File: src/rtl/irq_regs_pkg.sv
package irq_regs_pkg;
  localparam int ADDR_W = 12;

  typedef enum logic [1:0] {
    REG_ID   = 2'd0,
    REG_PRIO = 2'd1,
    REG_TGT  = 2'd2,
    REG_NONE = 2'd3
  } region_e;

  function automatic logic [7:0] prio_mask(int bits);
    return 8'hFF << (8 - bits);
  endfunction

  function automatic logic [7:0] cpu_mask(int cpus);
    return 8'((16'd1 << cpus) - 16'd1);
  endfunction

  function automatic logic [31:0] lane_expand(logic [3:0] be);
    return {{8{be[3]}}, {8{be[2]}}, {8{be[1]}}, {8{be[0]}}};
  endfunction
endpackage

File: src/rtl/irq_id_regs.sv
module irq_id_regs #(
  parameter int          NUM_IRQ   = 64,
  parameter int          NUM_CPU   = 4,
  parameter logic [31:0] IMPL_ID   = 32'h0A51_0017,
  parameter logic [31:0] PERIPH_ID = 32'h0000_0092
) (
  input  logic [7:0]  word_i,
  output logic [31:0] rdata_o
);
  localparam logic [31:0] TYPE_VAL =
      (32'((NUM_IRQ / 32) - 1) & 32'h1F) | ((32'(NUM_CPU - 1) & 32'h7) << 5);

  always_comb begin
    unique case (word_i)
      8'd0:    rdata_o = TYPE_VAL;
      8'd1:    rdata_o = IMPL_ID;
      8'd2:    rdata_o = PERIPH_ID;
      default: rdata_o = '0;
    endcase
  end
endmodule

File: src/rtl/irq_field_bank.sv
module irq_field_bank #(
  parameter int         NUM_WORDS = 16,
  parameter logic [7:0] LANE_MASK = 8'hFF,
  localparam int        IDX_W     = $clog2(NUM_WORDS)
) (
  input  logic             clk_i,
  input  logic             rst_ni,
  input  logic             wr_en_i,
  input  logic [IDX_W-1:0] idx_i,
  input  logic [3:0]       be_i,
  input  logic [31:0]      wdata_i,
  output logic [31:0]      rdata_o
);
  logic [3:0][7:0] mem [NUM_WORDS];

  always_ff @(posedge clk_i or negedge rst_ni) begin
    if (!rst_ni) begin
      for (int w = 0; w < NUM_WORDS; w++) mem[w] <= '0;
    end else if (wr_en_i) begin
      for (int l = 0; l < 4; l++)
        if (be_i[l]) mem[idx_i][l] <= wdata_i[8*l +: 8] & LANE_MASK;
    end
  end

  assign rdata_o = mem[idx_i];

  // unimplemented bits never hold a one (R4 for priorities, R5 for targets)
  always_ff @(posedge clk_i) begin
    if (rst_ni)
      for (int w = 0; w < NUM_WORDS; w++)
        assert_lane_mask_R4: assert ((mem[w] & ~{4{LANE_MASK}}) == '0);
  end

  for (genvar l = 0; l < 4; l++) begin : g_lane
    assert_lane_hold_R6: assert property (@(posedge clk_i) disable iff (!rst_ni)
      wr_en_i && !be_i[l] |=> mem[$past(idx_i)][l] == $past(mem[idx_i][l]));
  end
endmodule

File: src/rtl/irq_prio_route_regs.sv
module irq_prio_route_regs
  import irq_regs_pkg::*;
#(
  parameter int          NUM_IRQ   = 64,
  parameter int          NUM_CPU   = 4,
  parameter int          PRIO_BITS = 5,
  parameter logic [31:0] IMPL_ID   = 32'h0A51_0017,
  parameter logic [31:0] PERIPH_ID = 32'h0000_0092
) (
  input  logic              clk_i,
  input  logic              rst_ni,
  input  logic              req_i,
  input  logic              we_i,
  input  logic [ADDR_W-1:0] addr_i,
  input  logic [3:0]        be_i,
  input  logic [31:0]       wdata_i,
  output logic              rvalid_o,
  output logic [31:0]       rdata_o
);
  localparam int NUM_WORDS = NUM_IRQ / 4;
  localparam int IDX_W     = $clog2(NUM_WORDS);

  region_e     region;
  logic [7:0]  word;
  logic        in_range, rd_req, prio_wr, tgt_wr;
  logic [31:0] id_rd, prio_rd, tgt_rd, rd_word;
  logic        unused_addr;

  assign region      = region_e'(addr_i[ADDR_W-1 -: 2]);
  assign word        = addr_i[ADDR_W-3:2];
  assign unused_addr = ^addr_i[1:0];
  assign in_range    = {1'b0, word} < 9'(NUM_WORDS);
  assign rd_req      = req_i && !we_i;
  assign prio_wr     = req_i && we_i && in_range && region == REG_PRIO;
  assign tgt_wr      = req_i && we_i && in_range && region == REG_TGT;

  irq_id_regs #(
    .NUM_IRQ(NUM_IRQ), .NUM_CPU(NUM_CPU), .IMPL_ID(IMPL_ID), .PERIPH_ID(PERIPH_ID)
  ) id_i (
    .word_i (word),
    .rdata_o(id_rd)
  );

  irq_field_bank #(.NUM_WORDS(NUM_WORDS), .LANE_MASK(prio_mask(PRIO_BITS))) prio_i (
    .clk_i, .rst_ni,
    .wr_en_i(prio_wr),
    .idx_i  (word[IDX_W-1:0]),
    .be_i,
    .wdata_i,
    .rdata_o(prio_rd)
  );

  irq_field_bank #(.NUM_WORDS(NUM_WORDS), .LANE_MASK(cpu_mask(NUM_CPU))) tgt_i (
    .clk_i, .rst_ni,
    .wr_en_i(tgt_wr),
    .idx_i  (word[IDX_W-1:0]),
    .be_i,
    .wdata_i,
    .rdata_o(tgt_rd)
  );

  always_comb begin
    unique case (region)
      REG_ID:   rd_word = id_rd;
      REG_PRIO: rd_word = in_range ? prio_rd : '0;
      REG_TGT:  rd_word = in_range ? tgt_rd : '0;
      default:  rd_word = '0;
    endcase
  end

  always_ff @(posedge clk_i or negedge rst_ni) begin
    if (!rst_ni) begin
      rvalid_o <= 1'b0;
      rdata_o  <= '0;
    end else begin
      rvalid_o <= rd_req;
      if (rd_req) rdata_o <= rd_word & lane_expand(be_i);
    end
  end

  assert_rd_valid_R9: assert property (@(posedge clk_i) disable iff (!rst_ni)
    rd_req |=> rvalid_o);
  assert_no_valid_R9: assert property (@(posedge clk_i) disable iff (!rst_ni)
    !rd_req |=> !rvalid_o);
  assert_lanes_off_R7: assert property (@(posedge clk_i) disable iff (!rst_ni)
    rd_req && be_i == 4'b0 |=> rdata_o == '0);
  assert_raz_region_R8: assert property (@(posedge clk_i) disable iff (!rst_ni)
    rd_req && region == REG_NONE |=> rdata_o == '0);
  assert_raz_oor_R8: assert property (@(posedge clk_i) disable iff (!rst_ni)
    rd_req && !in_range && region != REG_ID |=> rdata_o == '0);
endmodule

File: config.mk
export PLATFORM = sky130hd
export DESIGN_NAME = irq_prio_route_regs
export DESIGN_NICKNAME = d
export VERILOG_FILES = /design/src/rtl/irq_regs_pkg.sv /design/src/rtl/irq_id_regs.sv /design/src/rtl/irq_field_bank.sv /design/src/rtl/irq_prio_route_regs.sv
export SDC_FILE = /design/constraint.sdc
export NUM_CORES = 1
export LEC_CHECK = 0
export BUFFER_PORTS_ARGS = -buffer_cell sky130_fd_sc_hd__buf_2
export CAP_MARGIN = 15
export CELL_PAD_IN_SITES_DETAIL_PLACEMENT = 1
export CELL_PAD_IN_SITES_GLOBAL_PLACEMENT = 1
export CORE_MARGIN = 4
export CORE_UTILIZATION = 40
export CTS_CLUSTER_DIAMETER = 50
export CTS_CLUSTER_SIZE = 12
export DETAILED_ROUTE_END_ITERATION = 8
export PLACE_DENSITY_LB_ADDON = 0.1
export RECOVER_POWER = 50
export SLEW_MARGIN = 20
export SYNTH_ARGS = -nofsm -noshare
export SYNTH_HDL_FRONTEND = slang
export SYNTH_HIERARCHICAL = 1
export SYNTH_SLANG_ARGS = --single-unit
File: constraint.sdc
create_clock -name clk_i -period 4.4 [get_ports clk_i]
set_clock_uncertainty 0.2 [all_clocks]
set_input_delay 0.44 -clock clk_i [delete_from_list [all_inputs] [get_ports clk_i]]
set_output_delay 0.44 -clock clk_i [all_outputs]
set_load 0.01 [all_outputs]
==> results of run 1 <==
where the power goes:
group,internal (W),switching [W],leakage (nW)
Clock,0.00440,0.00278,1.46
Sequential,0.00564,0.0000212,8.50
Combinational,0.000158,0.000451,5.61
worst min-delay path by stage:
| stage | endpoint | from | depth (start not counted) |
|---|---|---|---|
| after global routing | tgt_i/mem[474] | wdata_i[26] | 2 |
| after detailed placement | prio_i/mem[53] | prio_i/mem[53] | 1 |
| after floorplan | prio_i/mem[100] | rst_ni | 0 |
| after global placement | prio_i/mem[54] | prio_i/mem[54] | 1 |
| final | prio_i/mem[38] | wdata_i[6] | 2 |
| after CTS | prio_i/mem[38] | wdata_i[6] | 2 |
layer usage:
metal	share of wire, %	wire (um)	track usage [%]
met1	46	34300	27.5
met2	49	36700	32.4
met5	0	0	0
met4	1.9	1440	4.51
met3	3.3	2460	3.11
placed cells by master (no fill, tap or decap), types with 31 or more instances in the layout:
cell type	count
dfrtp_1	609
clkbuf_16	89
a32oi_1	32
mux2_2	552
a22oi_1	104
clkbuf_1	39
buf_4	31
nor2_1	68
mux4_2	144
nand2_1	65
conb_1	48
buf_2	46
registers in the layout, summed over array words and instances, names as in the netlist:
signal      count
prio_i/mem    320
rdata_o        32
rvalid_o        1
tgt_i/mem     256
metrics by stage:
step | utilization [%] | cell area, um^2 | setup slack, ns
3_3_place_gp | 42.1 | 30200 | 0.958
6_report | 46.2 | 33100 | 1.33
4_1_cts | 46.4 | 33200 | 1.53
5_1_grt | 46.2 | 33100 | 0.726
3_5_place_dp | 42.1 | 30200 | 0.875
2_1_floorplan | - | 29100 | 1.75
critical path, cell delays in order:
cell	delay, ns
dlygate4sd3_1	0.57
buf_8	0.58
clkbuf_1	1.49
Yosys cell counts (all sizes together), types with 8 or more instances:
master	count
buf	121
nand2	69
a32oi	32
clkbuf	63
nor2	87
nor2b	15
dfrtp	609
nand4b	12
nand4	8
nand2b	13
o21ai	32
nor3	8
mux2	576
mux4	144
a22oi	104
kinds of logic after synthesis:
logic type	after synthesis	share of synthesized area, %
muxes	720	33.7
DFF	609	52.7
and+or+nand+nor	253	5.66
buffers and inverters	186	3.66
AOI/OAI and AO/OA	168	4.22
other	3	0.0389
xor gates and xnor gates	1	0.0303
final cells by class:
| type | count | area share, % |
|---|---|---|
| flip-flops and latches | 609 | 46.0 |
| multi-input cells | 1190 | 38.7 |
| clock buffers | 101 | 7.14 |
| well taps | 950 | 3.59 |
| repair buffers | 128 | 2.36 |
| clock inverters | 61 | 2.11 |
| inverters | 2 | 0.0227 |
| diodes | 1 | 0.00756 |
==> flow_metrics.py, run 1 <==
metrics = {
    "synthesis": {
        "ys_warn_count": 6,
        "synth_area_mm2": 0.0289,
        "ys_types": 49,
        "synth_edf_count": 0,
        "ys_seq_area_share_pct": 52.7,
        "yosysTopAreaCell": "dfrtp_1",
        "syn_avg_cell_area_um2": 14.9,
        "syn_inst": 1940,
        "yosys.area.top_type_share_pct": 52.7,
        "synth_area_leaders": "dfrtp_1, mux2_2, mux4_2",
        "synth_seq_cells": 609,
        "synthFlopType": "dfrtp_1",
        "ys_async_sr_fraction_pct": 100,
    },
    "clock_network": {
        "postCtsSetupBuffers": 0,
        "cts_hold_buf": 1,
        "clockBufferDepth": 3,
        "cts.sinks": 609,
        "clock-root-buffer": "clkbuf_16",
        "cts_tree": "built",
        "clk_pin_slew_ns": 0.06,
        "worst_skew_pair.late_latency_ns": 0.63,
        "ctsHtreeMaxLevel": 3,
        "cts_made_buffers": 88,
        "cts_repair_resize_count": 0,
    },
    "setup_path": {
        "reg2reg_slack_ns": 2.10,
        "reg2reg_to": "rdata_o[6]",
        "reg2reg_from": "prio_i/mem[230]",
        "critPathCapture": "tgt_i/mem[393]",
        "reg2reg_depth": 5,
        "arrival_ns": 3.19,
        "critical_path_class": "input pin to asynchronous set/reset pin",
        "critical_path.startpoint": "rst_ni",
        "cp_data_required_time_ns": 4.52,
        "cp_max_fo": 100,
        "endpoint_kind": "asynchronous set/reset pin",
        "worstSetupStartpointType": "input pin",
    },
    "cells_and_area": {
        "multi_input_comb_area_mm2": 0.0128,
        "fill_cells": 6999,
        "final_cells": 3042,
        "layout.nets": 2071,
        "drive_above_1_share_pct": 48.3,
        "area_growth_pct": 14.4,
        "regArea_mm2": 0.0152,
    },
    "floorplanning": {
        "die-height_um": 277,
        "fp.coreArea_mm2": 0.0716,
        "fp.dieW_um": 277,
        "dieArea_mm2": 0.0767,
        "initial_utilization_pct": 40.4,
        "rows": 98,
        "io_pins": 85,
    },
    "grt": {
        "track_usage_pct": 19.6,
        "grt_pass1_wl_um": 118000,
        "antenna_found_initial": 0,
        "grt_max_degree": 101,
        "grt-ovfl-total": 0,
        "first_global_vias": 18900,
    },
    "pwr": {
        "power_density_mw_per_mm2": 407,
        "power_w": 0.0135,
        "ir_drop_mv": 0.345,
        "p_leak_nw": 15.6,
    },
    "timing": {
        "slew_headroom_pct": -33.0,
        "period_share_pct": 69.9,
        "finalSetupViolations": 0,
        "whs_ns": 0.0901,
        "fmaxAchievable_mhz": 325,
        "finalHoldViolCount": 0,
        "final.min_clock_period_ns": 3.07,
        "worstMarginPinSlew_ns": 1.99,
        "tns_ns": 0,
        "slew_violations": 276,
        "rsz0062_at_grt": "no",
    },
    "drt": {
        "dr.pass1.iters": 4,
        "routedWlPerCell_um": 24.6,
        "drc_errors": 0,
        "ant_nets": 0,
        "routed_wl_um": 74900,
        "first_iter_violations": 877,
        "vias_per_cell": 5.56,
        "vias": 16900,
    },
    "place": {
        "place.gp.congestion": 0.736,
        "placed_cells": 2878,
        "hpwl_um": 49900,
        "numPortBuffers": 82,
    },
    "outcome": {
        "status": "finished with violations",
        "violations": "capacitance limit, slew limit",
    },
    "worst_hold_path": {
        "hp-class": "input pin to flop",
    },
    "job": {
        "drv_cap": 5,
    },
}
Power figures use the tool's default switching activity.
==> run 2: changes to the inputs <==
Clock period 4.4 ns to 2.9 ns, I/O delays scaled along.
==> flow_metrics.py, run 2 (synthesized netlist as in run 1, its figures left out) <==
metrics = {
    "cells_and_area": {
        "drive_above_1_share_pct": 48.3,
        "area_growth_pct": 17.4,
        "fin_area_mm2": 0.0340,
        "largestRegisters": "prio_i/mem (320), tgt_i/mem (256), rdata_o (32)",
        "fill_cells": 7059,
        "largest_register_ffs": 320,
        "final_cell_mix": "dfrtp_1, mux2_2, mux4_2",
        "fin_util_pct": 47.4,
        "layout.nets": 2182,
        "final_common_cell": "dfrtp_1",
        "top_register": "prio_i/mem",
    },
    "floorplanning": {
        "rows": 98,
        "io_pins": 85,
        "initial_utilization_pct": 40.4,
        "fp.coreArea_mm2": 0.0716,
        "dieArea_mm2": 0.0767,
        "fp.dieW_um": 277,
        "die-height_um": 277,
    },
    "timing": {
        "final.min_clock_period_ns": 2.42,
        "worstMarginPinSlew_ns": 1.80,
        "tns_ns": 0,
        "finalHoldViolCount": 0,
        "rsz0062_at_grt": "no",
        "slew_violations": 34,
        "slew_headroom_pct": -19.7,
        "finalSetupViolations": 0,
        "worst_slack_ns": 0.479,
        "period_share_pct": 83.5,
        "fmaxAchievable_mhz": 413,
    },
    "grt": {
        "first_global_vias": 19200,
        "gr-usage-met2_pct": 33.9,
        "grt_util_met3_pct": 3.46,
        "grtUsageMet1_pct": 27.7,
        "grt_pass1_wl_um": 120000,
        "grt_max_degree": 94,
        "track_usage_pct": 20.1,
        "top_usage_layer": "met2",
        "grt-ovfl-total": 0,
        "antenna_found_initial": 2,
    },
    "drt": {
        "ant_nets": 0,
        "drc_errors": 0,
        "first_iter_violations": 932,
        "vias_per_cell": 5.49,
        "routed_wl_um": 76500,
        "dr.pass1.iters": 4,
        "vias": 17200,
        "routedWlPerCell_um": 24.4,
    },
    "pwr": {
        "p_leak_nw": 16.1,
        "ir_drop_mv": 0.447,
        "power_w": 0.0201,
        "power_density_mw_per_mm2": 591,
    },
    "setup_path": {
        "critical_path_class": "input pin to flop",
        "worstSetupStartpointType": "input pin",
        "cp_data_required_time_ns": 3.19,
        "endpoint_kind": "flop",
        "reg2reg_depth": 5,
        "reg2reg_from": "prio_i/mem[134]",
        "reg2reg_slack_ns": 0.59,
        "reg2reg_to": "rdata_o[6]",
        "cp_max_fo": 11,
        "arrival_ns": 2.71,
    },
    "clock_network": {
        "clockBufferDepth": 3,
        "cts_repair_resize_count": 0,
        "ctsHtreeMaxLevel": 3,
        "cts_hold_buf": 31,
        "cts_tree": "built",
        "cts.sinks": 609,
        "clock-root-buffer": "clkbuf_16",
        "postCtsSetupBuffers": 0,
        "clk_pin_slew_ns": 0.06,
        "worst_skew_pair.late_latency_ns": 0.61,
        "cts_made_buffers": 79,
    },
    "place": {
        "numPortBuffers": 82,
        "dp_slack_ns": -0.00600,
        "place.gp.congestion": 0.754,
        "place_area_mm2": 0.0310,
        "hpwl_um": 52200,
    },
    "worst_hold_path": {
        "hp-class": "input pin to flop",
        "min-delay-start": "be_i[2]",
        "min_to": "rdata_o[22]",
        "whs_path_depth": 3,
    },
    "outcome": {
        "status": "finished with violations",
        "violations": "capacitance limit, slew limit",
    },
    "job": {
        "drv_cap": 1,
    },
}
## run 2: routing by layer
metal	wire length [um]	up-vias
met5	0	-
met4	1200	0
met3	2510	85
met2	37800	227
met1	35000	9304
li1	-	7587
## run 2: layout make-up
class | instances | area (um^2) | area share [%]
sequential | 609 | 15200 | 44.9
multi-input combinational | 1190 | 12800 | 37.7
clock buffer | 96 | 2120 | 6.25
timing repair buffer | 248 | 1920 | 5.65
tap | 950 | 1190 | 3.50
clock inverter | 37 | 666 | 1.96
inverter | 2 | 7.51 | 0.0221
antenna | 1 | 2.50 | 0.00737
## run 2: through the flow
step	hold WS, ns	instances
4_1_cts	0.0622	3132
5_1_grt	0.115	3132
6_report	0.111	3133
2_1_floorplan	-0.206	1985
3_5_place_dp	0.0184	2968
3_3_place_gp	0.0111	2968
## run 2: worst max-delay path, cell delays in order
cell and delay, ns:
clkbuf_1 0.11, nor4_4 0.32, nand3_1 0.16, nor2b_1 0.24
buf_12 0.18, buf_4 0.23, nand4bb_1 0.42, nor2_1 0.24
buf_4 0.18, mux2_2 0.33
## run 2: report_power, final
group	switching [W]	leakage (nW)	total [W]	internal (W)
combinational	0.000708	6.22	0.00103	0.000321
sequential	0.0000316	8.50	0.00858	0.00855
clock	0.00374	1.36	0.0105	0.00672
## run 2: worst max path at each step
stage,startpoint,endpoint,slack [ns]
global placement,addr_i[9],prio_i/mem[175],-0.02
floorplan,addr_i[9],prio_i/mem[247],0.40
detailed placement,addr_i[9],prio_i/mem[173],-0.006
CTS,addr_i[9],prio_i/mem[172],0.63
finish,addr_i[9],prio_i/mem[173],0.48
global route,rst_ni,prio_i/mem[52],0.25
==> run 3: changes to the inputs <==
Clock period 2.9 ns to 2 ns, I/O delays scaled along.
==> flow_metrics.py, run 3 (synthesized netlist as in run 1, its figures left out) <==
metrics = {
    "timing": {
        "fmaxAchievable_mhz": 504,
        "rsz0062_at_grt": "yes",
        "final.min_clock_period_ns": 1.99,
        "slew_violations": 0,
        "tns_ns": 0,
        "finalSetupViolations": 0,
        "worstMarginPinSlew_ns": 1.42,
        "slew_headroom_pct": 5.19,
        "finalHoldViolCount": 0,
        "period_share_pct": 99.3,
    },
    "grt": {
        "grt_pass1_wl_um": 127000,
        "grt_max_degree": 69,
        "first_global_vias": 20400,
        "grt-ovfl-total": 0,
        "track_usage_pct": 21.2,
        "antenna_found_initial": 1,
    },
    "cells_and_area": {
        "drive_above_1_share_pct": 56.9,
        "fin_area_mm2": 0.0359,
        "area_growth_pct": 24.2,
        "final_cells": 3291,
        "largestRegisters": "prio_i/mem (320), tgt_i/mem (256), rdata_o (32)",
        "final_common_cell": "dfrtp_1",
        "final_cell_mix": "dfrtp_1, mux2_2, buf_4",
        "layout.nets": 2322,
        "fin_util_pct": 50.2,
        "top_register": "prio_i/mem",
        "largest_register_ffs": 320,
    },
    "clock_network": {
        "ctsHtreeMaxLevel": 3,
        "cts.sinks": 609,
        "clock-root-buffer": "clkbuf_16",
        "clk_pin_slew_ns": 0.06,
        "worst_skew_pair.late_latency_ns": 0.62,
        "clockBufferDepth": 3,
        "cts_tree": "built",
        "cts_made_buffers": 86,
    },
    "setup_path": {
        "endpoint_kind": "flop",
        "cp_common_cell": "a22oi_2",
        "cp_max_fo": 2,
        "timing.critical_path.buf_inv": 1,
        "max_stage_delay_ns": 0.49,
        "reg2reg_slack_ns": 0.01,
        "cp_data_required_time_ns": 2.29,
        "worstSetupStartpointType": "flop",
        "critical_path_class": "flop to flop",
        "path_cells": "mux4_2 -> a22oi_2 -> nand2_1 -> a22oi_2 -> buf_4 -> o21ai_2",
        "arrival_ns": 2.28,
        "cp_top_family": "compound AO/OA/AOI/OAI gates",
        "critPathSlowestCell": "mux4_2",
    },
    "drt": {
        "vias": 17900,
        "drc_errors": 0,
        "ant_nets": 0,
        "vias_per_cell": 5.44,
        "routed_wl_um": 80600,
        "routedWlPerCell_um": 24.5,
        "dr.pass1.iters": 5,
        "first_iter_violations": 848,
    },
    "floorplanning": {
        "die-height_um": 277,
        "rows": 98,
        "fp.dieW_um": 277,
        "dieArea_mm2": 0.0767,
        "io_pins": 85,
        "fp.coreArea_mm2": 0.0716,
        "initial_utilization_pct": 40.4,
    },
    "pwr": {
        "power_w": 0.0303,
        "switching_share_pct": 23.6,
        "power_density_mw_per_mm2": 843,
        "cell_internal_pwr_w": 0.0231,
        "p_leak_nw": 17.1,
        "pwr-share-seq_pct": 41.1,
        "ir_drop_mv": 0.735,
        "pwr-share-comb_pct": 5.7,
        "power.switching_w": 0.00716,
        "p_clk_share_pct": 53.2,
    },
    "job": {
        "drv_cap": 0,
    },
    "place": {
        "placed_cells": 3090,
        "hpwl_um": 56300,
        "numPortBuffers": 82,
        "place_area_mm2": 0.0323,
        "place.gp.congestion": 0.761,
    },
    "outcome": {
        "status": "finished clean",
    },
    "worst_hold_path": {
        "hp-class": "input pin to flop",
    },
}
[run 3: stage by stage]
stage	hold slack, ns	setup slack (ns)
floorplan	-0.296	-0.314
global placement	-0.0851	-0.675
detailed placement	-0.0842	-0.656
CTS	0.000528	0.00322
global route	0.0654	-0.0408
finish	0.0446	0.0142
[run 3: final cells by class]
| class | count | area [um^2] |
|---|---|---|
| fillers | 6974 | 35700 |
| multi-input cells | 1190 | 13200 |
| clock inverters | 55 | 709 |
| repair buffers | 381 | 3230 |
| inverters | 2 | 7.51 |
| diodes | 2 | 5.00 |
| flip-flops and latches | 609 | 15200 |
| well taps | 950 | 1190 |
| clock buffers | 102 | 2360 |
[run 3: tightest hold or removal path: cells and delay by family]
| kind | cells | cell delay, ns |
|---|---|---|
| and+or+nand+nor | 2 | 0.22 |
| buffers and inverters | 1 | 0.12 |
| AOI/OAI and AO/OA | 2 | 0.28 |
[run 3: repair_timing]
item / CTS / global route
buffers inserted: 1 / 5
resized for setup: 12 / 50
gates cloned: 0 / 0
pin swaps: 6 / 15
setup endpoints to repair: 11 / 177
hold buffers: 36 / 0
endpoints found under the hold margin: 1061 / 0
[run 3: path summary, 6_finish.rpt]
kind                                       from               to  cells after the start
worst max-delay path            prio_i/mem[133]       rdata_o[5]                      6
worst min-delay path                  addr_i[9]       rdata_o[6]                      5
worst max register to register  prio_i/mem[133]       rdata_o[5]                      6
worst min register to register   prio_i/mem[54]   prio_i/mem[54]                      1
max in group asynchronous                rst_ni  prio_i/mem[395]                      4
min in group asynchronous                rst_ni   tgt_i/mem[297]                      3
[run 3: metal layers]
layer	up-vias	track usage, %	share of wire, %	routed length, um
li1	7906	-	-	-
met5	-	0	0	0
met3	95	3.41	3.5	2860
met2	257	35.3	49	39600
met4	0	4.94	1.8	1470
met1	9636	29.4	46	36700
[run 3: power by group through the flow]
stage               logic [W]  registers [W]  clock network (W)
global route          0.00190         0.0124             0.0171
finish                0.00174         0.0124             0.0161
CTS                   0.00179         0.0124             0.0165
detailed placement    0.00172         0.0127                  0
global placement      0.00169         0.0127                  0
floorplan            0.000739         0.0127                  0
